### src/rtl/mpc_sel_pkg.sv
package mpc_sel_pkg;

  localparam int NUM_ST = 9;
  localparam int IDX_W  = 4;
  localparam int GATE_W = 6;

  // Gate pattern per state, bit 0 = S1
  function automatic logic [GATE_W-1:0] gate_of(input logic [IDX_W-1:0] idx);
    logic [GATE_W-1:0] g;
    case (idx)
      4'd0:    g = 6'b001001;
      4'd1:    g = 6'b100001;
      4'd2:    g = 6'b011000;
      4'd3:    g = 6'b110000;
      4'd4:    g = 6'b001010;
      4'd5:    g = 6'b000101;
      4'd6:    g = 6'b010100;
      4'd7:    g = 6'b100010;
      4'd8:    g = 6'b000110;
      default: g = 6'b110000;
    endcase
    return g;
  endfunction

  // Output level in half DC-link units
  function automatic logic signed [2:0] level_of(input logic [IDX_W-1:0] idx);
    logic signed [2:0] l;
    case (idx)
      4'd0:          l = 3'sd2;
      4'd1, 4'd2:    l = 3'sd1;
      4'd6, 4'd7:    l = -3'sd1;
      4'd8:          l = -3'sd2;
      default:       l = 3'sd0;
    endcase
    return l;
  endfunction

  // Effect on the upper capacitor for positive load current
  function automatic logic signed [1:0] np_effect(input logic [IDX_W-1:0] idx);
    logic signed [1:0] e;
    case (idx)
      4'd1, 4'd7: e = 2'sd1;
      4'd2, 4'd6: e = -2'sd1;
      default:    e = 2'sd0;
    endcase
    return e;
  endfunction

endpackage

### src/rtl/mpc_cand_cost.sv
module mpc_cand_cost
  import mpc_sel_pkg::*;
#(
  parameter int DW      = 16,
  parameter int WW      = 24,
  parameter int CW      = 24,
  parameter int K_L     = 64,
  parameter int K_C     = 128,
  parameter int SH      = 8,
  parameter int NB_STEP = 16
) (
  input  logic signed [DW-1:0] v_ref,
  input  logic signed [DW-1:0] v_c1,
  input  logic signed [DW-1:0] v_c2,
  input  logic signed [DW-1:0] i_l,
  input  logic signed [DW-1:0] v_cf,
  input  logic signed [DW-1:0] i_o,
  input  logic [WW-1:0]        w_sw,
  input  logic [IDX_W-1:0]     cand,
  input  logic [IDX_W-1:0]     prev,
  output logic [CW-1:0]        cost
);

  localparam int WIDE = 56;
  localparam logic signed [WIDE-1:0] KL_W = WIDE'(K_L);
  localparam logic signed [WIDE-1:0] KC_W = WIDE'(K_C);
  localparam logic signed [WIDE-1:0] NB_W = WIDE'(NB_STEP);
  localparam logic [GATE_W-1:0] OUTER_MASK = 6'b001111;

  function automatic logic [WIDE-1:0] mag(input logic signed [WIDE-1:0] x);
    return (x < 0) ? WIDE'(-x) : WIDE'(x);
  endfunction

  logic signed [WIDE-1:0] ref_w, c1_w, c2_w, il_w, cf_w, io_w;
  logic signed [WIDE-1:0] lvl_w, eff_w, sgn_w;
  logic signed [WIDE-1:0] vdc, vi, ip, vp, imb;
  logic [WIDE-1:0]        trk, pen, bal, sum;
  logic [2:0]             tog;

  always_comb begin
    ref_w = WIDE'(v_ref);
    c1_w  = WIDE'(v_c1);
    c2_w  = WIDE'(v_c2);
    il_w  = WIDE'(i_l);
    cf_w  = WIDE'(v_cf);
    io_w  = WIDE'(i_o);
    lvl_w = WIDE'(level_of(cand));
    eff_w = WIDE'(np_effect(cand));
    sgn_w = i_o[DW-1] ? -WIDE'(1) : WIDE'(1);

    // forward-Euler prediction of the filter state
    vdc = c1_w + c2_w;
    vi  = (lvl_w * vdc) >>> 1;
    ip  = il_w + ((KL_W * (vi - cf_w)) >>> SH);
    vp  = cf_w + ((KC_W * (ip - io_w)) >>> SH);
    trk = mag(ref_w - vp);

    // outer-switch transition penalty
    tog = 3'($countones((gate_of(prev) ^ gate_of(cand)) & OUTER_MASK));
    pen = WIDE'(tog) * WIDE'(w_sw);

    // neutral-point imbalance
    imb = (c1_w - c2_w) + eff_w * sgn_w * NB_W;
    bal = mag(imb);

    sum = trk + pen + bal;
    if (|sum[WIDE-1:CW]) cost = '1;
    else                 cost = sum[CW-1:0];
  end

endmodule

### src/rtl/mpc_argmin_seq.sv
module mpc_argmin_seq
  import mpc_sel_pkg::*;
#(
  parameter int CW = 24
) (
  input  logic             clk,
  input  logic             rst_n,
  input  logic             start,
  input  logic [CW-1:0]    cost,
  output logic [IDX_W-1:0] cand_o,
  output logic             busy_o,
  output logic             fin_valid_o,
  output logic [IDX_W-1:0] fin_idx_o
);

  localparam logic [IDX_W-1:0] LAST_IDX = IDX_W'(NUM_ST - 1);

  logic             busy_q, busy_d;
  logic [IDX_W-1:0] cand_q, cand_d;
  logic [IDX_W-1:0] best_q, best_d;
  logic [CW-1:0]    bestc_q, bestc_d;
  logic             take, last;

  always_comb begin
    take    = (cand_q == '0) || (cost < bestc_q);
    last    = busy_q && (cand_q == LAST_IDX);
    busy_d  = busy_q;
    cand_d  = cand_q;
    best_d  = best_q;
    bestc_d = bestc_q;
    if (busy_q) begin
      if (take) begin
        best_d  = cand_q;
        bestc_d = cost;
      end
      if (last) busy_d = 1'b0;
      else      cand_d = cand_q + 1'b1;
    end else if (start) begin
      busy_d = 1'b1;
      cand_d = '0;
    end
  end

  always_ff @(posedge clk or negedge rst_n) begin
    if (!rst_n) begin
      busy_q  <= 1'b0;
      cand_q  <= '0;
      best_q  <= '0;
      bestc_q <= '0;
    end else begin
      busy_q  <= busy_d;
      cand_q  <= cand_d;
      best_q  <= best_d;
      bestc_q <= bestc_d;
    end
  end

  assign cand_o      = cand_q;
  assign busy_o      = busy_q;
  assign fin_valid_o = last;
  assign fin_idx_o   = take ? cand_q : best_q;

endmodule

### src/rtl/mpc_nine_state_sel.sv
module mpc_nine_state_sel
  import mpc_sel_pkg::*;
#(
  parameter int DW      = 16,
  parameter int WW      = 24,
  parameter int CW      = 24,
  parameter int K_L     = 64,
  parameter int K_C     = 128,
  parameter int SH      = 8,
  parameter int NB_STEP = 16
) (
  input  logic                 clk,
  input  logic                 rst_n,
  input  logic                 sample_stb,
  input  logic signed [DW-1:0] v_ref,
  input  logic signed [DW-1:0] v_c1,
  input  logic signed [DW-1:0] v_c2,
  input  logic signed [DW-1:0] i_l,
  input  logic signed [DW-1:0] v_cf,
  input  logic signed [DW-1:0] i_o,
  input  logic [WW-1:0]        w_sw,
  output logic [GATE_W-1:0]    gate_o,
  output logic [IDX_W-1:0]     state_o,
  output logic                 done_o
);

  localparam logic [IDX_W-1:0] ZERO_ST = IDX_W'(3);

  logic signed [DW-1:0] ref_q, c1_q, c2_q, il_q, cf_q, io_q;
  logic [WW-1:0]        w_q;
  logic [IDX_W-1:0]     state_q, state_d;
  logic                 done_q, done_d;
  logic                 accept, busy, fin_valid;
  logic [IDX_W-1:0]     cand, fin_idx;
  logic [CW-1:0]        cost;

  assign accept = sample_stb && !busy;

  // measurement snapshot, loaded only on an accepted strobe
  always_ff @(posedge clk or negedge rst_n) begin
    if (!rst_n) begin
      ref_q <= '0;
      c1_q  <= '0;
      c2_q  <= '0;
      il_q  <= '0;
      cf_q  <= '0;
      io_q  <= '0;
      w_q   <= '0;
    end else if (accept) begin
      ref_q <= v_ref;
      c1_q  <= v_c1;
      c2_q  <= v_c2;
      il_q  <= i_l;
      cf_q  <= v_cf;
      io_q  <= i_o;
      w_q   <= w_sw;
    end
  end

  mpc_cand_cost #(
    .DW(DW), .WW(WW), .CW(CW), .K_L(K_L), .K_C(K_C), .SH(SH), .NB_STEP(NB_STEP)
  ) u_cost (
    .v_ref(ref_q), .v_c1(c1_q), .v_c2(c2_q), .i_l(il_q), .v_cf(cf_q), .i_o(io_q),
    .w_sw(w_q), .cand(cand), .prev(state_q), .cost(cost)
  );

  mpc_argmin_seq #(.CW(CW)) u_seq (
    .clk(clk), .rst_n(rst_n), .start(accept), .cost(cost),
    .cand_o(cand), .busy_o(busy), .fin_valid_o(fin_valid), .fin_idx_o(fin_idx)
  );

  always_comb begin
    state_d = state_q;
    done_d  = 1'b0;
    if (fin_valid) begin
      state_d = fin_idx;
      done_d  = 1'b1;
    end
  end

  always_ff @(posedge clk or negedge rst_n) begin
    if (!rst_n) begin
      state_q <= ZERO_ST;
      done_q  <= 1'b0;
    end else begin
      state_q <= state_d;
      done_q  <= done_d;
    end
  end

  assign gate_o  = gate_of(state_q);
  assign state_o = state_q;
  assign done_o  = done_q;

endmodule

### config.mk
export PLATFORM = sky130hd
export DESIGN_NAME = mpc_nine_state_sel
export DESIGN_NICKNAME = d
export VERILOG_FILES = /design/src/rtl/mpc_sel_pkg.sv /design/src/rtl/mpc_cand_cost.sv /design/src/rtl/mpc_argmin_seq.sv /design/src/rtl/mpc_nine_state_sel.sv
export SDC_FILE = /design/constraint.sdc
export NUM_CORES = 1
export LEC_CHECK = 0
export ABC_AREA = 0
export BUFFER_PORTS_ARGS = -buffer_cell sky130_fd_sc_hd__buf_2
export CAP_MARGIN = 25
export CORE_MARGIN = 4
export CORE_UTILIZATION = 60
export CTS_CLUSTER_SIZE = 20
export DETAILED_ROUTE_END_ITERATION = 10
export HOLD_SLACK_MARGIN = 0.1
export PLACE_DENSITY = 0.78
export SYNTH_ARGS = -nofsm -noshare
export SYNTH_HDL_FRONTEND = slang
export SYNTH_SLANG_ARGS = --single-unit
### constraint.sdc
create_clock -name clk -period 31.8 [get_ports clk]
set_input_delay 4.77 -clock clk [delete_from_list [all_inputs] [get_ports clk]]
set_output_delay 4.77 -clock clk [all_outputs]
set_load 0.03 [all_outputs]
; ---- Word level (Yosys, flattened, before mapping)
; Memory sizes are Yosys's and may differ from the RTL's.
; Cells that the tools add are included.
; W data, S select, Z words.
[totals]
word_cells = 72
latch_bits = 0
mem_bits_rw = 0
ff_bits = 158
out_inout_bits = 11
in_bits = 123
mem_count = 3
romBits = 288
[classes]
mux = 14
n_reduce_logical = 13
add_sub_neg = 16
div_mod_pow = 0
n_lt_le_gt_ge = 3
eq_ne = 6
mul = 3
bitwise = 1
shift = 0
[mem_list]
columns = name, words, word_bits, read_ports, rd_ports_with_merged_regs, write_ports, line_no
row1 = (name not given), 16, 6, 1, 0, 0, mpc_sel_pkg.sv:10  ; case (idx)
row2 = (name not given), 16, 6, 1, 0, 0, mpc_sel_pkg.sv:10
row3 = (name not given), 16, 6, 1, 0, 0, mpc_sel_pkg.sv:10
[op_table]
columns = op, count
row1 = $mux W56, 3
row2 = $add A56 B56 Y56, 2
row3 = $lt A56 B1 Y1 const B, 2
row4 = $neg A56 Y56, 2
row5 = $add A16 B48 Y49, 2
row6 = $add A56 B27 Y56, 1
row7 = $mul A2 B56 Y52, 1
row8 = $sub A16 B49 Y50, 1
row9 = $sub A50 B16 Y50, 1
row10 = $sub A49 B16 Y49, 1
row11 = $reduce_or A32 Y1, 1
row12 = $mul A3 B24 Y27, 1
row13 = $lt A24 B24 Y1, 1
row14 = $mux W24, 1
row15 = $mul A3 B17 Y20, 1
row16 = $add A16 B16 Y17, 1
row17 = $sub A16 B16 Y17, 1
row18 = $mux W4, 4
row19 = $pmux W3 S4, 1
row20 = $eq A4 B3 Y1 const B, 2
row21 = $reduce_or A2 Y1, 4
row22 = $add A1 B1 Y2, 2
row23 = $add A4 B1 Y4 const B, 1
row24 = $eq A4 B1 Y1 const B, 1
row25 = 13 further kinds, 18

; ---- Depth between registers and ports, before layout
; Gate-level depths: netlist of run 1.
[depth]
ltp_word = 18
depth_mapped = 98

; ---- By module
; A second synthesis of run 1 with hierarchy kept.
[unflattened]
cells_unflattened = 2408
area_unflattened_um2 = 21824.7
[modules_own_cells]
columns = mod, cells_each, seq_area_each_um2, n_inst, area_each_um2
row1 = mpc_cand_cost, 1894, 0.0, 1, 14357.5
row2 = mpc_nine_state_sel, 291, 3130.5, 1, 5252.5
row3 = mpc_argmin_seq, 223, 825.8, 1, 2214.6

; ---- Least setup slack after synthesis of run 1
; No wires, ideal clock.
[synth_timing]
path_type = register to register
startpoint = register u_seq.cand_q[0], in the netlist u_seq.cand_o[0]
endpoint = register u_seq.bestc_q[10]
arrival_ps = 18305
synth_period_minus_slack_ps = 18429
path_buffers = 7
stages_incl_launch_ff = 93
setup_slack_ps = 13371
cell_sequence = dfrtp_1 inv_1 ha_1 nor3b_1 nor2_1 inv_1 nor2_1 or2_2 fa_1 inv_1 fa_1 ha_1 fa_1 a21o_1 a21oi_1 o21bai_1 a21oi_1 o21bai_1 [57 not listed] nor2_1 buf_2 nand2_1 ha_1 a21o_1 a21o_1 a21o_1 a21oi_1 nor2b_1 o21ai_0 nand2b_1 a21oi_1 o311a_1 a21boi_0 nor2_1 a21boi_2 buf_2 mux2_2
[synth_between]
elab_chain_cells = 18
[synth_rtl]
columns = item, line_no
row1 = "start, declared", mpc_argmin_seq.sv:19  ; logic [IDX_W-1:0] cand_q, cand_d;
row2 = "start signal, assigned", mpc_argmin_seq.sv:52  ; cand_q <= cand_d;
row3 = "$eq A4 B3 Y1, or another cell as far along", "mpc_sel_pkg.sv:28, mpc_sel_pkg.sv:41"
row4 = $reduce_or A2 Y1, mpc_sel_pkg.sv:28  ; case (idx)
row5 = $pmux W3 S4, mpc_sel_pkg.sv:28
row6 = $mul A3 B17 Y20, mpc_cand_cost.sv:53  ; vi = (lvl_w * vdc) >>> 1;
row7 = $sub A50 B16 Y50, mpc_cand_cost.sv:54  ; ip = il_w + ((KL_W * (vi - cf_w)) >>> SH);
row8 = $add A16 B48 Y49, mpc_cand_cost.sv:54
row9 = $sub A49 B16 Y49, mpc_cand_cost.sv:55  ; vp = cf_w + ((KC_W * (ip - io_w)) >>> SH);
row10 = $add A16 B48 Y49, mpc_cand_cost.sv:55
row11 = [3 not listed], --
row12 = $add A56 B27 Y56, mpc_cand_cost.sv:66  ; sum = trk + pen + bal;
row13 = $add A56 B56 Y56 (*), mpc_cand_cost.sv:66
row14 = $reduce_or A32 Y1, mpc_cand_cost.sv:67  ; if (|sum[WIDE-1:CW]) cost = '1;
row15 = $mux W24 (*), mpc_cand_cost.sv:67
row16 = net cost[8], mpc_nine_state_sel.sv:35  ; logic [CW-1:0] cost;
row17 = $lt A24 B24 Y1 (*), mpc_argmin_seq.sv:25  ; take = (cand_q == '0) || (cost < bestc_q);
row18 = $logic_or A1 B1 Y1 (*), mpc_argmin_seq.sv:25
row19 = $reduce_and A2 Y1 (no line) (*), --
row20 = "end signal, assigned", mpc_argmin_seq.sv:54  ; bestc_q <= bestc_d;
row21 = "end, declared", mpc_argmin_seq.sv:21  ; logic [CW-1:0] bestc_q, bestc_d;
; Mark *: on every way through the listed nets, which the timed path passes. The rest lies on a longest branch.
; A chain may end at the register's enable or synchronous reset.

; ---- Worst setup path after layout of run 1
[layout_timing]
startpoint = register u_seq.cand_q[0], in the netlist u_seq.cand_o[0]
endpoint = register u_seq.bestc_q[3]
; The elaborated chain is that of the path after synthesis.

==> out/metrics.csv, run 1 <==
stage,metric,value,unit
run_status,run_status,"finished, final reports clean",
yosys,synth_edf_count,0,
yosys,synth.cell_area,27000,um2
placed_design,numPortBuffers,133,
global_route,grt_pass1_wl,126000,um
finish,drive_above_1_share,0.0753,
drt,dr.pass1.iters,6,
timing,tns,0,ns
clock_tree,h-tree-depth,4,
drt,drc,0,
timing,setup_violations,0,
min_path,holdCritStartpoint,io_q[0]$_DFFE_PN0P_,
drt,drt_iter0_markers,2019,
drt,via_per_inst,6.08,
timing,rsz0062_at_grt,no,
yosys,synthCells,3437,
drt,wl_per_cell,18.7,um
floorplanning,io_pins,134,
worst_setup_path,crit_path_start_kind,register,
worst_setup_path,cp-end-kind,register,
clock_tree,worstSkewPairLatency,0.46,ns
worst_setup_path,critical_path.slowest_cell,nand3_1,
yosys,async_flop_share,1.00,
yosys,ys_seq_elements,158,
floorplanning,rows,77,
worst_setup_path,crit_required,32.14,ns
clock_tree,cts_tree,built,
worst_setup_path,worstReg2RegStart,u_seq.cand_o[0]$_DFFE_PN0P_,
timing,fin_crit_sh,0.703,
global_route,grt_use_total,0.318,
clock_tree,cts.sinks,158,
finish,syn2layout_area_growth,6.42,%
worst_setup_path,crit_arrival,22.68,ns
clock_tree,clk_pin_slew,0.07,ns
drt,num_vias,24920,
global_route,antenna_found_initial,0,
yosys,yosys_warnings,0,
worst_setup_path,cpPeakStageDelay,0.89,ns
finish,antenna_cells,0,
placed_design,gpl.final_weighted_congestion,0.968,
global_route,grt_max_degree,124,
timing,tightest_slew,1.05,ns
floorplanning,dieWidth,220,um
timing,hold_viol,0,
worst_setup_path,cpMostUsedCell,a21oi_1,
clock_tree,post_cts_resized,0,
finish,num-fill-cells,3907,
floorplanning,core_area,44400,um2
global_route,grt-ovfl-total,0,
floorplanning,start_util,0.609,
yosys,ys_top_cells_by_count,"nand2_1 (484), inv_1 (337), ha_1 (327), a21oi_1 (251), o21ai_0 (230)",
timing,slew_headroom,0.298,
placed_design,hpwl,63200,um
clock_tree,cts_root_buf,clkbuf_16,
min_path,hold_path_class,register to register,
yosys,yosysTopAreaCell,ha_1,
drt,wl,76400,um
timing,max_freq,44.8,MHz
floorplanning,die-height,220,um
yosys,yosysUniqueCellTypes,86,
yosys,synthTopCellsByArea,"ha_1 (15%), dfrtp_1 (14%), fa_1 (14%), nand2_1 (6.7%), xnor2_1 (5.3%)",
yosys,syn_area_per_cell,7.87,um2
worst_setup_path,r2r_slack,9.46,ns
timing,holdWs,0.499,ns
global_route,grt_pass1_vias,24853,
yosys,synth_top_area_share,0.151,
floorplanning,fp.dieArea,48500,um2
yosys,synth_flop_cell,dfrtp_1,
clock_tree,cts_made_buffers,17,
clock_tree,cts_setup_buffers,0,
run,drv_cap,0,
yosys,ys_seq_area_frac,0.146,
worst_setup_path,cp_max_fo,35,
timing,drv_slew,0,
timing,skew,0.0184,ns
yosys,synth_most_common_cell,nand2_1,
clock_tree,clockBufferDepth,2,
worst_setup_path,critPathKind,register to register,
worst_setup_path,crit_start,u_seq.cand_o[0]$_DFFE_PN0P_,
clock_tree,ctsHoldBuffers,0,
timing,layout_min_cycle_time,22.34,ns
drt,ant_nets,0,
finish,final_nets,4134,
==> cell families (layout without fill, tap and decap cells) <==
family | Yosys count | after routing | share of synthesized area
flip-flops | 158 | 158 | 0.146
AND/OR/NAND/NOR | 1126 | 1126 | 0.195
AO/OA/AOI/OAI | 884 | 884 | 0.205
other | 1 | 8 | 0.000139
multiplexers | 40 | 40 | 0.0161
adder cells (fa/ha/maj) | 518 | 518 | 0.293
buffers and inverters | 464 | 525 | 0.0649
XOR/XNOR | 246 | 246 | 0.0797
==> worst max-delay path, delay by kind of cell (launching register included) <==
family / cells / cell delay [ns]
and+or+nand+nor: 19 / 4.26
muxes: 1 / 0.39
xor gates and xnor gates: 4 / 0.59
adders and majority gates: 13 / 5.51
AOI/OAI and AO/OA: 40 / 9.61
DFF: 1 / 0.48
buffers and inverters: 8 / 1.33
==> layer usage <==
metal	track usage	vias to the layer above	share of wire	routed length (um)
li1	-	11991	-	-
met1	0.417	11978	0.44	33300
met2	0.547	787	0.48	36500
met3	0.0320	164	0.047	3570
met4	0.118	0	0.040	3070
met5	0	-	0	0
==> registers in the layout (all words and copies together) (netlist names), 16 cells and up <==
signal / count
u_seq.bestc_q: 24
w_q: 24
c1_q: 16
c2_q: 16
cf_q: 16
il_q: 16
io_q: 16
ref_q: 16
==> stage by stage <==
| step | setup slack (ns) | cells | utilization | area, um2 |
|---|---|---|---|---|
| 6_report | 9.46 | 4097 | 0.648 | 28800 |
| 5_1_grt | 7.51 | 4097 | 0.648 | 28800 |
| 4_1_cts | 9.72 | 4094 | 0.647 | 28700 |
| 3_5_place_dp | 9.90 | 4063 | 0.634 | 28100 |
| 3_3_place_gp | 10.64 | 4062 | 0.634 | 28100 |
| 2_1_floorplan | 13.37 | 3444 | - | 27100 |
==> cell type report <==
type                       count  area, um2  area share
inverter                     339       1270      0.0442
clock inverter                14        140     0.00487
timing repair buffer         155        875      0.0304
sequential                   158       3960       0.138
multi-input combinational   2822      21400       0.742
clock buffer                  17        425      0.0148
tap                          592        741      0.0257
==> path summary, 6_finish.rpt <==
kind | end | cells past startpoint
max | u_seq.bestc_q[3]$_DFFE_PN0P_ | 85
min | io_q[0]$_DFFE_PN0P_ | 2
max reg2reg | u_seq.bestc_q[3]$_DFFE_PN0P_ | 85
min reg2reg | io_q[0]$_DFFE_PN0P_ | 2
max in group asynchronous | cf_q[11]$_DFFE_PN0P_ | 3
min in group asynchronous | u_seq.bestc_q[16]$_DFFE_PN0P_ | 1
==> cell usage in the layout (no fill, tap or decap), types with 29 or more instances in the layout <==
| master | synthesis | final |
|---|---|---|
| xor2_1 | 82 | 82 |
| mux2_2 | 29 | 29 |
| a21oi_1 | 251 | 251 |
| nor3_1 | 65 | 65 |
| nand2b_1 | 36 | 35 |
| o21bai_1 | 42 | 42 |
| dfrtp_1 | 156 | 155 |
| a211oi_1 | 29 | 29 |
| nand4_1 | 44 | 44 |
| and2_1 | 37 | 37 |
| fa_1 | 191 | 191 |
| nand3_1 | 60 | 60 |
| xnor2_1 | 164 | 164 |
| a31oi_1 | 40 | 40 |
| inv_1 | 337 | 336 |
| a21o_1 | 85 | 85 |
| nor2_1 | 219 | 219 |
| o21ai_0 | 230 | 230 |
| nand2_1 | 484 | 484 |
| buf_2 | 4 | 133 |
| ha_1 | 327 | 327 |
Power of run 1 is left out: the tool's default activity adds up to more than one toggle a clock period on the data nets, which glitch-free logic cannot reach.
==> run 2, diff against run 1 <==
- clock period: 31.8 -> 22.4 ns (I/O delays scaled with it)
==> out/metrics.csv, run 2 (synthesized netlist as in run 1, its figures left out) <==
stage,metric,value,unit,change
finish,antenna_cells,0,,unchanged
drt,dr.pass1.iters,6,,unchanged
clock_tree,cts.sinks,158,,unchanged
clock_tree,worstSkewPairLatency,0.46,ns,about the same
timing,tightest_slew,1.10,ns,was 1.05 ns
timing,slew_headroom,0.268,,was 0.298
drt,via_per_inst,6.07,,was 6.08
floorplanning,die-height,220,um,unchanged
placed_design,pre_cts_slack,1.03,ns,was 9.90 ns
finish,seq_area,3960,um2,unchanged
timing,setup_ws,1.38,ns,was 9.46 ns
global_route,antenna_found_initial,0,,unchanged
finish,num-fill-cells,3912,,was 3907
clock_tree,ctsHoldBuffers,0,,unchanged
placed_design,gpl.final_weighted_congestion,1.01,,was 0.968
floorplanning,start_util,0.609,,unchanged
finish,drive_above_1_share,0.0778,,was 0.0753
timing,skew,0.0201,ns,was 0.0184 ns
worst_setup_path,cpPeakStageDelay,0.67,ns,was 0.89 ns
finish,final_cell_mix,"nand2_1 (484), inv_1 (335), ha_1 (326), a21oi_1 (251), o21ai_0 (230)",,"was nand2_1 (484), inv_1 (336), ha_1 (327), a21oi_1 (251), o21ai_0 (230)"
drt,num_vias,24885,,about the same
timing,tns,0,ns,unchanged
timing,layout_min_cycle_time,21.02,ns,was 22.34 ns
finish,final_nets,4135,,was 4134
floorplanning,fp.dieArea,48500,um2,unchanged
worst_setup_path,cp_max_fo,33,,was 35
timing,drv_slew,0,,unchanged
drt,wl,76000,um,was 76400 um
floorplanning,dieWidth,220,um,unchanged
run,drv_cap,0,,unchanged
clock_tree,h-tree-depth,4,,unchanged
timing,setup_violations,0,,unchanged
timing,max_freq,47.6,MHz,was 44.8 MHz
worst_setup_path,critical_path.slowest_cell,ha_2,,was nand3_1
clock_tree,clockBufferDepth,2,,unchanged
timing,hold_viol,0,,unchanged
finish,final_common_cell,nand2_1,,unchanged
min_path,hold_path_class,register to register,,unchanged
worst_setup_path,crit_required,22.74,ns,was 32.14 ns
placed_design,numPortBuffers,133,,unchanged
run_status,run_status,"finished, final reports clean",,unchanged
timing,fin_crit_sh,0.938,,was 0.703
drt,drc,0,,unchanged
worst_setup_path,crit_path_start_kind,register,,unchanged
clock_tree,post_cts_resized,0,,unchanged
worst_setup_path,critPathKind,register to register,,unchanged
worst_setup_path,cpMostUsedCell,a21oi_1,,unchanged
clock_tree,cts_tree,built,,unchanged
global_route,grt_max_degree,125,,was 124
drt,ant_nets,0,,unchanged
finish,syn2layout_area_growth,6.67,%,was 6.42%
drt,wl_per_cell,18.5,um,was 18.7 um
clock_tree,clk_pin_slew,0.07,ns,about the same
worst_setup_path,cp-end-kind,register,,unchanged
placed_design,hpwl,63100,um,was 63200 um
clock_tree,cts_setup_buffers,0,,unchanged
worst_setup_path,crit_arrival,21.36,ns,was 22.68 ns
global_route,grt-ovfl-total,0,,unchanged
finish,multi_input_area,21400,um2,about the same
floorplanning,rows,77,,unchanged
global_route,grt_pass1_wl,125000,um,was 126000 um
timing,rsz0062_at_grt,no,,unchanged
placed_design,place_area,28200,um2,was 28100 um2
finish,largestRegisters,"u_seq.bestc_q: 24 flops, w_q: 24 flops",,unchanged
drt,drt_iter0_markers,1950,,was 2019
min_path,whs_path_depth,2,,unchanged
global_route,grt_pass1_vias,24774,,was 24.9k
clock_tree,cts_root_buf,clkbuf_16,,unchanged
finish,design_area,28800,um2,about the same
global_route,grt_use_total,0.316,,was 0.318
floorplanning,io_pins,134,,unchanged
clock_tree,cts_made_buffers,17,,unchanged
worst_setup_path,reg2reg_depth,90,,was 85
floorplanning,core_area,44400,um2,unchanged
## run 2: cell types whose count changed in the layout (fill, tap and decap cells not counted), moves of 2 or more
| cell | delta |
|---|---|
| buf_4 | +2 |
| clkinv_8 | +2 |
| inv_8 | -3 |
| nor3b_1 | -2 |
| nor3b_2 | +2 |
## run 2: metrics by stage
| step | utilization | hold WS [ns] | instances |
|---|---|---|---|
| 5_1_grt | 0.649 | 0.521 | 4099 |
| 3_5_place_dp | 0.634 | 0.477 | 4065 |
| 2_1_floorplan | - | 0.450 | 3444 |
| 4_1_cts | 0.648 | 0.494 | 4097 |
| 3_3_place_gp | 0.634 | 0.474 | 4064 |
| 6_report | 0.649 | 0.493 | 4099 |
## run 2: final timing paths
| check | startpoint | endpoint | slack [ns] |
|---|---|---|---|
| worst max-delay path | u_seq.cand_o[1]$_DFFE_PN0P_ | u_seq.bestc_q[17]$_DFFE_PN0P_ | 1.38 |
| max in group asynchronous | rst_n | il_q[15]$_DFFE_PN0P_ | 17.59 |
| min in group asynchronous | rst_n | u_seq.bestc_q[21]$_DFFE_PN0P_ | 2.77 |
| worst min register to register | io_q[0]$_DFFE_PN0P_ | io_q[0]$_DFFE_PN0P_ | 0.49 |
| worst min-delay path | io_q[0]$_DFFE_PN0P_ | io_q[0]$_DFFE_PN0P_ | 0.49 |
| worst max register to register | u_seq.cand_o[1]$_DFFE_PN0P_ | u_seq.bestc_q[17]$_DFFE_PN0P_ | 1.38 |
## run 2: layout make-up
class / instances / area share
Tap cell: 592 / 0.0257
Clock inverter: 14 / 0.00590
Sequential cell: 158 / 0.137
Inverter: 339 / 0.0441
Timing Repair Buffer: 156 / 0.0300
Multi-Input combinational cell: 2822 / 0.742
Clock buffer: 18 / 0.0152
## run 2: worst max-delay path: cells and delay by family (launching register included)
kind	cells	cell delay, ns
simple gates	18	3.23
buf+inv	10	1.72
xor+xnor	2	0.36
compound gates	44	8.84
mux	2	0.52
fa+ha+maj	14	5.68
flops	1	0.49
## run 2: layer usage
layer / up-vias / GRT usage / share of wire
met5: - / 0 / 0
met4: 0 / 0.123 / 0.042
met3: 169 / 0.0372 / 0.046
met2: 739 / 0.547 / 0.48
met1: 11976 / 0.407 / 0.43
li1: 12001 / - / -
Power of run 2 is left out for the same reason.
